`src/rtl/ecd_pkg.sv`:
```
package ecd_pkg;
  // A dual-rail pair is a valid code when exactly one rail is high.
  function automatic logic pair_valid(input logic [1:0] pair);
    return pair[1] ^ pair[0];
  endfunction

  // Next state of the asymmetric C-element: clear wins, set next, else hold.
  function automatic logic celem_next(input logic q, input logic set_c, input logic clr_c);
    if (clr_c)      return 1'b0;
    else if (set_c) return 1'b1;
    else            return q;
  endfunction
endpackage

```
`src/rtl/ecd_rail_decode.sv`:
```
module ecd_rail_decode #(
  parameter int BITS = 4
) (
  input  logic [2*BITS-1:0] rails_i,
  output logic [BITS-1:0]   bit_ok_o
);
  import ecd_pkg::*;

  for (genvar b = 0; b < BITS; b++) begin : g_bit
    assign bit_ok_o[b] = pair_valid(rails_i[2*b +: 2]);
  end
endmodule

```
`src/rtl/ecd_asym_celem.sv`:
```
module ecd_asym_celem (
  input  logic clk,
  input  logic rst_n,
  input  logic set_i,
  input  logic clr_i,
  output logic q_o
);
  import ecd_pkg::*;

  logic q_q;

  always_ff @(posedge clk) begin
    if (!rst_n) q_q <= 1'b0;
    else        q_q <= celem_next(q_q, set_i, clr_i);
  end

  assign q_o = q_q;

  // the reset path wins over the data
  a_r3_clear_wins: assert property (@(posedge clk) disable iff (!rst_n)
    clr_i |=> !q_o);
  // set while not clearing
  a_r2_set_rises: assert property (@(posedge clk) disable iff (!rst_n)
    (set_i && !clr_i) |=> q_o);
  // hold when neither path is active
  a_r4_hold_idle: assert property (@(posedge clk) disable iff (!rst_n)
    (!set_i && !clr_i) |=> $stable(q_o));
endmodule

```
`src/rtl/ecd_lane.sv`:
```
module ecd_lane #(
  parameter int BITS = 4
) (
  input  logic              clk,
  input  logic              rst_n,
  input  logic              eval_i,
  input  logic [2*BITS-1:0] rails_i,
  output logic              done_o
);
  logic [BITS-1:0] bit_ok;
  logic            lane_valid;
  logic            set_ev;
  logic            clr_ev;

  ecd_rail_decode #(.BITS(BITS)) u_dec (
    .rails_i (rails_i),
    .bit_ok_o(bit_ok)
  );

  assign lane_valid = &bit_ok;
  assign set_ev     = eval_i & lane_valid;
  assign clr_ev     = ~eval_i;

  ecd_asym_celem u_cel (
    .clk  (clk),
    .rst_n(rst_n),
    .set_i(set_ev),
    .clr_i(clr_ev),
    .q_o  (done_o)
  );

  // done only rises after an evaluate cycle with a fully valid lane
  a_r6_rise_needs_valid: assert property (@(posedge clk) disable iff (!rst_n)
    $rose(done_o) |-> $past(eval_i && lane_valid));
  // an illegal 11 code never counts as valid
  a_r5_illegal_not_valid: assert property (@(posedge clk) disable iff (!rst_n)
    (eval_i && (bit_ok != {BITS{1'b1}})) |=> $stable(done_o));
endmodule

```
`src/rtl/ecd_detector_array.sv`:
```
module ecd_detector_array #(
  parameter int LANES = 2,
  parameter int BITS  = 4
) (
  input  logic                      clk,
  input  logic                      rst_n,
  input  logic                      eval_i,
  input  logic [2*LANES*BITS-1:0]   rails_i,
  output logic [LANES-1:0]          done_o
);
  localparam int LANE_W = 2 * BITS;

  for (genvar l = 0; l < LANES; l++) begin : g_lane
    ecd_lane #(.BITS(BITS)) u_lane (
      .clk    (clk),
      .rst_n  (rst_n),
      .eval_i (eval_i),
      .rails_i(rails_i[l*LANE_W +: LANE_W]),
      .done_o (done_o[l])
    );
  end

  // reset state seen at the ports
  a_r1_reset_low: assert property (@(posedge clk)
    !rst_n |=> (done_o == '0));
  // precharge clears every lane
  a_r3_all_clear: assert property (@(posedge clk) disable iff (!rst_n)
    !eval_i |=> (done_o == '0));
endmodule

```
`config.mk`:
```
export PLATFORM = sky130hd
export DESIGN_NAME = ecd_detector_array
export DESIGN_NICKNAME = d
export VERILOG_FILES = /design/src/rtl/ecd_pkg.sv /design/src/rtl/ecd_rail_decode.sv /design/src/rtl/ecd_asym_celem.sv /design/src/rtl/ecd_lane.sv /design/src/rtl/ecd_detector_array.sv
export SDC_FILE = /design/constraint.sdc
export NUM_CORES = 1
export LEC_CHECK = 0
export ABC_CLOCK_PERIOD_IN_PS = 800
export BUFFER_PORTS_ARGS = -buffer_cell sky130_fd_sc_hd__clkbuf_2
export CORE_AREA = 4 4 41 43
export DETAILED_ROUTE_END_ITERATION = 10
export DIE_AREA = 0 0 45 47
export HOLD_SLACK_MARGIN = 0.15
export PLACE_DENSITY = 0.37
export RECOVER_POWER = 25
export SETUP_SLACK_MARGIN = 0.15
export SLEW_MARGIN = 25
export SYNTH_ARGS = -nofsm -noshare
export SYNTH_HDL_FRONTEND = slang
export SYNTH_SLANG_ARGS = --single-unit
```
`constraint.sdc`:
```
create_clock -name clk -period 0.8 [get_ports clk]
set_input_delay 0.08 -clock clk [delete_from_list [all_inputs] [get_ports clk]]
set_output_delay 0.08 -clock clk [all_outputs]
set_load 0.02 [all_outputs]
```
==> flow_metrics.env, run 1 <==
export IMPL_outcome="finished clean"
export IMPL_grt_max_degree=3
export IMPL_worstMarginPinSlew_ns=0.173
export IMPL_syn_area_sq_um=154
export IMPL_maxCapViolCount=0
export IMPL_finalNonFillerCells=53
export IMPL_grtUsageTotal=0.0497
export IMPL_start_util=0.118
export IMPL_insertion_delay_ns=0.22
export IMPL_async_reset_ff_frac=0
export IMPL_grt_first_pass_wirelength_um=627
export IMPL_power_density_mw_per_mm2=1380
export IMPL_num_rows=13
export IMPL_gp_congestion=0.589
export IMPL_die_h_um=47
export IMPL_rrSetupSlack_ns=0.14
export IMPL_yosysTopAreaCell="xor2_1"
export IMPL_syn_inst=17
export IMPL_critPathMaxFanout=2
export IMPL_peakVddDrop_mv=0.562
export IMPL_hold_viol=0
export IMPL_largest_reg_flops=2
export IMPL_area_delta_synth_final_pct=96.7
export IMPL_avgSynthCellArea_sq_um=9.05
export IMPL_cts_tree="built"
export IMPL_cts_inserted_buffers=3
export IMPL_seq_area_frac_synth=0.260
export IMPL_critPathLaunchType="flop"
export IMPL_p_leak_uw=0.000160
export IMPL_root_buffer="clkbuf_4"
export IMPL_synth_top_cell_area_share=0.455
export IMPL_numPortBuffers=20
export IMPL_postRouteAntennaNets=0
export IMPL_die_area_sq_mm=0.00212
export IMPL_io_pins=21
export IMPL_tns_ns=0
export IMPL_cts_sinks=2
export IMPL_die_width_um=45
export IMPL_crit_slowest_cell="dfxtp_2"
export IMPL_final_net_count=59
export IMPL_rsz0062_at_grt="true"
export IMPL_synth_edf_count=0
export IMPL_min_path_type="in -> reg"
export IMPL_clk_path_buf_depth=2
export IMPL_place_inst=50
export IMPL_drive_gt1_frac=0.658
export IMPL_skew_ns=0
export IMPL_totalWireLength_um=436
export IMPL_post_route_worst_setup_slack_ns=0.0588
export IMPL_cts_max_level=1
export IMPL_drc=0
export IMPL_hpwl_um=390
export IMPL_cp_arrival_ns=0.66
export IMPL_cpPeakStageDelay_ns=0.32
export IMPL_post_cts_buffers=0
export IMPL_max_freq_mhz=1350
export IMPL_min_period_ns=0.741
export IMPL_antenna_found_initial=0
export IMPL_firstDrtPassIters=2
export IMPL_slew_headroom=0.883
export IMPL_hold_ws_ns=0.0830
export IMPL_synth_common_cells="xor2_1 (8), a41oi_1 (2), buf_4 (2), dfxtp_1 (2), nor2_1 (2)"
export IMPL_utilization=0.233
export IMPL_core_area_sq_mm=0.00130
export IMPL_synth_ff_type="dfxtp_1"
export IMPL_crit_type="reg -> out"
export IMPL_setup_viol=0
export IMPL_slew_viol_final=0
export IMPL_grt_pass1_vias=184
export IMPL_overflow=0
export IMPL_crit_required_ns=0.72
export IMPL_synth_most_common_cell="xor2_1"
export IMPL_yosys_register_bits=2
export IMPL_drt_iter0_drc=1
export IMPL_post_route_period_util=0.927
export IMPL_yosysWarnings=0
export IMPL_path_clk_slew_ns=0.03
export IMPL_dp_slack_ns=0.0774
export IMPL_synth_area_leaders="xor2_1 (46%), dfxtp_1 (26%), a41oi_1 (11%)"
export IMPL_worstPathCellList="buf_8"
export IMPL_critical_path_buf_inv_count=1
export IMPL_cp_top_family="flip-flops"
export IMPL_ys_types=6
export IMPL_wl_per_cell_um=8.23
export IMPL_synth_nets=36
export IMPL_via_per_inst=3.53
export IMPL_diodes=0
export IMPL_route_vias_total=187
export IMPL_worstSetupEndpointType="output port"
## metrics by stage
| stage | cell area [sq um] | power, uW |
|---|---|---|
| 5_1_grt | 303 | 459 |
| 6_report | 303 | 418 |
| 2_1_floorplan | 154 | 143 |
| 3_5_place_dp | 258 | 195 |
| 4_1_cts | 300 | 435 |
| 3_3_place_gp | 258 | 196 |
## logic make-up after synthesis
group	count (synthesis)	share of synthesized area
xor+xnor	8	0.455
compound gates	2	0.114
buf+inv	2	0.0975
flops	2	0.260
simple gates	3	0.0732
## worst paths after layout
kind                              start                         end  cells past startpoint
max          g_lane[1].u_lane.u_cel.q_o                   done_o[1]                      1
min                              eval_i  g_lane[1].u_lane.u_cel.q_o                      3
max reg2reg  g_lane[1].u_lane.u_cel.q_o  g_lane[1].u_lane.u_cel.q_o                      2
min reg2reg  g_lane[0].u_lane.u_cel.q_o  g_lane[0].u_lane.u_cel.q_o                      2
## power breakdown
part	internal (uW)	switching (uW)
combinational	57.4	35.6
clock	165	54.3
sequential	103	1.94
total	326	91.8
## cell type report
type                            instances  area [sq um]
Clock buffer                            3          22.5
Fill cell                             147           998
Multi-Input combinational cell         13          98.8
Sequential cell                         2          42.5
Tap cell                               15          18.8
Timing Repair Buffer                   20           120
## routing by layer
metal	part of all wire	wire (um)	vias up	global-route usage
met1	0.42	184	66	0.0408
li1	-	-	98	-
met4	0	0	0	0
met5	0	0	-	0
met2	0.27	119	23	0.0508
met3	0.30	132	0	0.103
## tightest hold or removal path: stages
cell and delay [ns]:
clkbuf_2 0.08, nand2_1 0.07, nor2_1 0.04
## placed cells by master (no fill, tap or decap), drive strengths merged
| cell type | instances |
|---|---|
| clkbuf | 21 |
| xor2 | 8 |
| a41oi | 2 |
| nor2 | 2 |
| dfxtp | 2 |
| buf | 2 |
| nand2 | 1 |
## timing repair
action / CTS / global route
gates resized for setup: 6 / 2
pin swaps: 0 / 0
endpoints found under the hold margin: 2 / 2
endpoints found under the setup margin: 3 / 4
Power figures use the tool's default switching activity.
==> inputs of run 2 (changes only) <==
Settings changed: SETUP_SLACK_MARGIN 0.15 to 0.05.
==> flow_metrics.env, run 2 (synthesized netlist as in run 1, its figures left out) <==
export IMPL_outcome="finished clean"
export IMPL_rsz0062_at_grt="true"
export IMPL_route_vias_total=193
export IMPL_cts_max_level=1
export IMPL_largest_reg_flops=2
export IMPL_critPathLaunchType="flop"
export IMPL_wl_per_cell_um=8.52
export IMPL_critPathMaxFanout=2
export IMPL_post_cts_buffers=0
export IMPL_numPortBuffers=20
export IMPL_antenna_found_initial=0
export IMPL_overflow=0
export IMPL_path_clk_slew_ns=0.03
export IMPL_grt_first_pass_wirelength_um=669
export IMPL_final_net_count=60
export IMPL_insertion_delay_ns=0.22
export IMPL_die_area_sq_mm=0.00212
export IMPL_cts_tree="built"
export IMPL_clk_path_buf_depth=2
export IMPL_num_rows=13
export IMPL_root_buffer="clkbuf_4"
export IMPL_die_h_um=47
export IMPL_rrSetupSlack_ns=0.14
export IMPL_wl_met3_um=125
export IMPL_totalWireLength_um=460
export IMPL_max_freq_mhz=1350
export IMPL_slew_headroom=0.883
export IMPL_cp_top_family="flip-flops"
export IMPL_tns_ns=0
export IMPL_die_width_um=45
export IMPL_route_met2_wl_um=152
export IMPL_area_delta_synth_final_pct=108
export IMPL_fillers=146
export IMPL_utilization=0.246
export IMPL_postRouteAntennaNets=0
export IMPL_slew_viol_final=0
export IMPL_crit_type="reg -> out"
export IMPL_cp_arrival_ns=0.66
export IMPL_grtUsageTotal=0.0529
export IMPL_hold_ws_ns=0.247
export IMPL_gp_congestion=0.589
export IMPL_worstMarginPinSlew_ns=0.173
export IMPL_regToRegEndpoint="g_lane[1].u_lane.u_cel.q_o"
export IMPL_worstSetupEndpointType="output port"
export IMPL_setup_viol=0
export IMPL_post_route_period_util=0.927
export IMPL_wl_met1_um=181
export IMPL_firstDrtPassIters=2
export IMPL_via_per_inst=3.57
export IMPL_final_common_cell="clkbuf_2"
export IMPL_critical_path_buf_inv_count=1
export IMPL_core_area_sq_mm=0.00130
export IMPL_peakVddDrop_mv=0.581
export IMPL_crit_required_ns=0.72
export IMPL_drc=0
export IMPL_maxUsedRoutingLayer="met3"
export IMPL_hold_path_end="g_lane[0].u_lane.u_cel.q_o"
export IMPL_skew_ns=0
export IMPL_diodes=0
export IMPL_grt_max_degree=3
export IMPL_hpwl_um=390
export IMPL_start_util=0.118
export IMPL_r2r_start="g_lane[1].u_lane.u_cel.q_o"
export IMPL_drt_iter0_drc=1
export IMPL_drive_gt1_frac=0.641
export IMPL_maxCapViolCount=0
export IMPL_cpPeakStageDelay_ns=0.32
export IMPL_crit_cells=1
export IMPL_cts_sinks=2
export IMPL_grt_pass1_vias=196
export IMPL_io_pins=21
export IMPL_p_leak_uw=0.000165
export IMPL_cts_inserted_buffers=3
export IMPL_final_cell_mix="clkbuf_2 (17), xor2_1 (8), clkbuf_4 (3)"
export IMPL_crit_slowest_cell="dfxtp_2"
export IMPL_hold_path_cell_count=4
export IMPL_rr_worst_depth=2
export IMPL_hold_viol=0
export IMPL_worstPathCellList="buf_8"
export IMPL_min_from="rails_i[3]"
export IMPL_power_density_mw_per_mm2=1330
export IMPL_min_path_type="in -> reg"
export IMPL_min_period_ns=0.741
## run 2: cell count changes in the layout (fill, tap and decap cells not counted), sizes merged
cell         change
clkbuf           -1
dlygate4sd3      +2
## run 2: how the worst max path moves through the flow
stage / from / endpoint
finish: g_lane[1].u_lane.u_cel.q_o / done_o[1]
global route: g_lane[1].u_lane.u_cel.q_o / done_o[1]
CTS: g_lane[1].u_lane.u_cel.q_o / done_o[1]
detailed placement: rails_i[14] / g_lane[1].u_lane.u_cel.q_o
global placement: rails_i[12] / g_lane[1].u_lane.u_cel.q_o
floorplan: g_lane[1].u_lane.u_cel.q_o / g_lane[1].u_lane.u_cel.q_o
## run 2: repair_timing
| item | in CTS | in global routing |
|---|---|---|
| gates resized for setup | 6 | 3 |
| hold buffers | 2 | 0 |
| pin swaps | 0 | 0 |
| setup endpoints to repair | 2 | 4 |
| hold endpoints to repair | 2 | 0 |
## run 2: layer usage
layer	vias to the layer above	GRT usage
met5	-	0
li1	100	-
met4	0	0
met1	70	0.0431
met3	0	0.0996
met2	23	0.0621
## run 2: through the flow
stage | cells | total power, uW | setup slack [ns] | area (sq um)
2_1_floorplan | 17 | 143 | 0.195 | 154
3_3_place_gp | 50 | 196 | 0.0902 | 258
3_5_place_dp | 50 | 195 | 0.0774 | 258
4_1_cts | 55 | 442 | 0.0274 | 320
5_1_grt | 54 | 467 | 0.0187 | 320
6_report | 54 | 425 | 0.0587 | 320
## run 2: cell type report
type / instances / area, sq um / area share
tap: 15 / 18.8 / 0.0586
multi-input combinational: 13 / 101 / 0.316
timing repair buffer: 21 / 135 / 0.422
clock buffer: 3 / 22.5 / 0.0703
sequential: 2 / 42.5 / 0.133
## run 2: where the power goes
part / internal, uW / leakage, uW / switching (uW)
Combinational: 62.6 / 0.000134 / 37.2
Clock: 165 / 0.0000138 / 54.5
Sequential: 103 / 0.0000172 / 1.94
Total: 331 / 0.000165 / 93.7
## run 2: tightest hold or removal path, stage by stage
cell	delay [ns]
clkbuf_2	0.09
xor2_1	0.05
a41oi_1	0.16
nor2_1	0.05
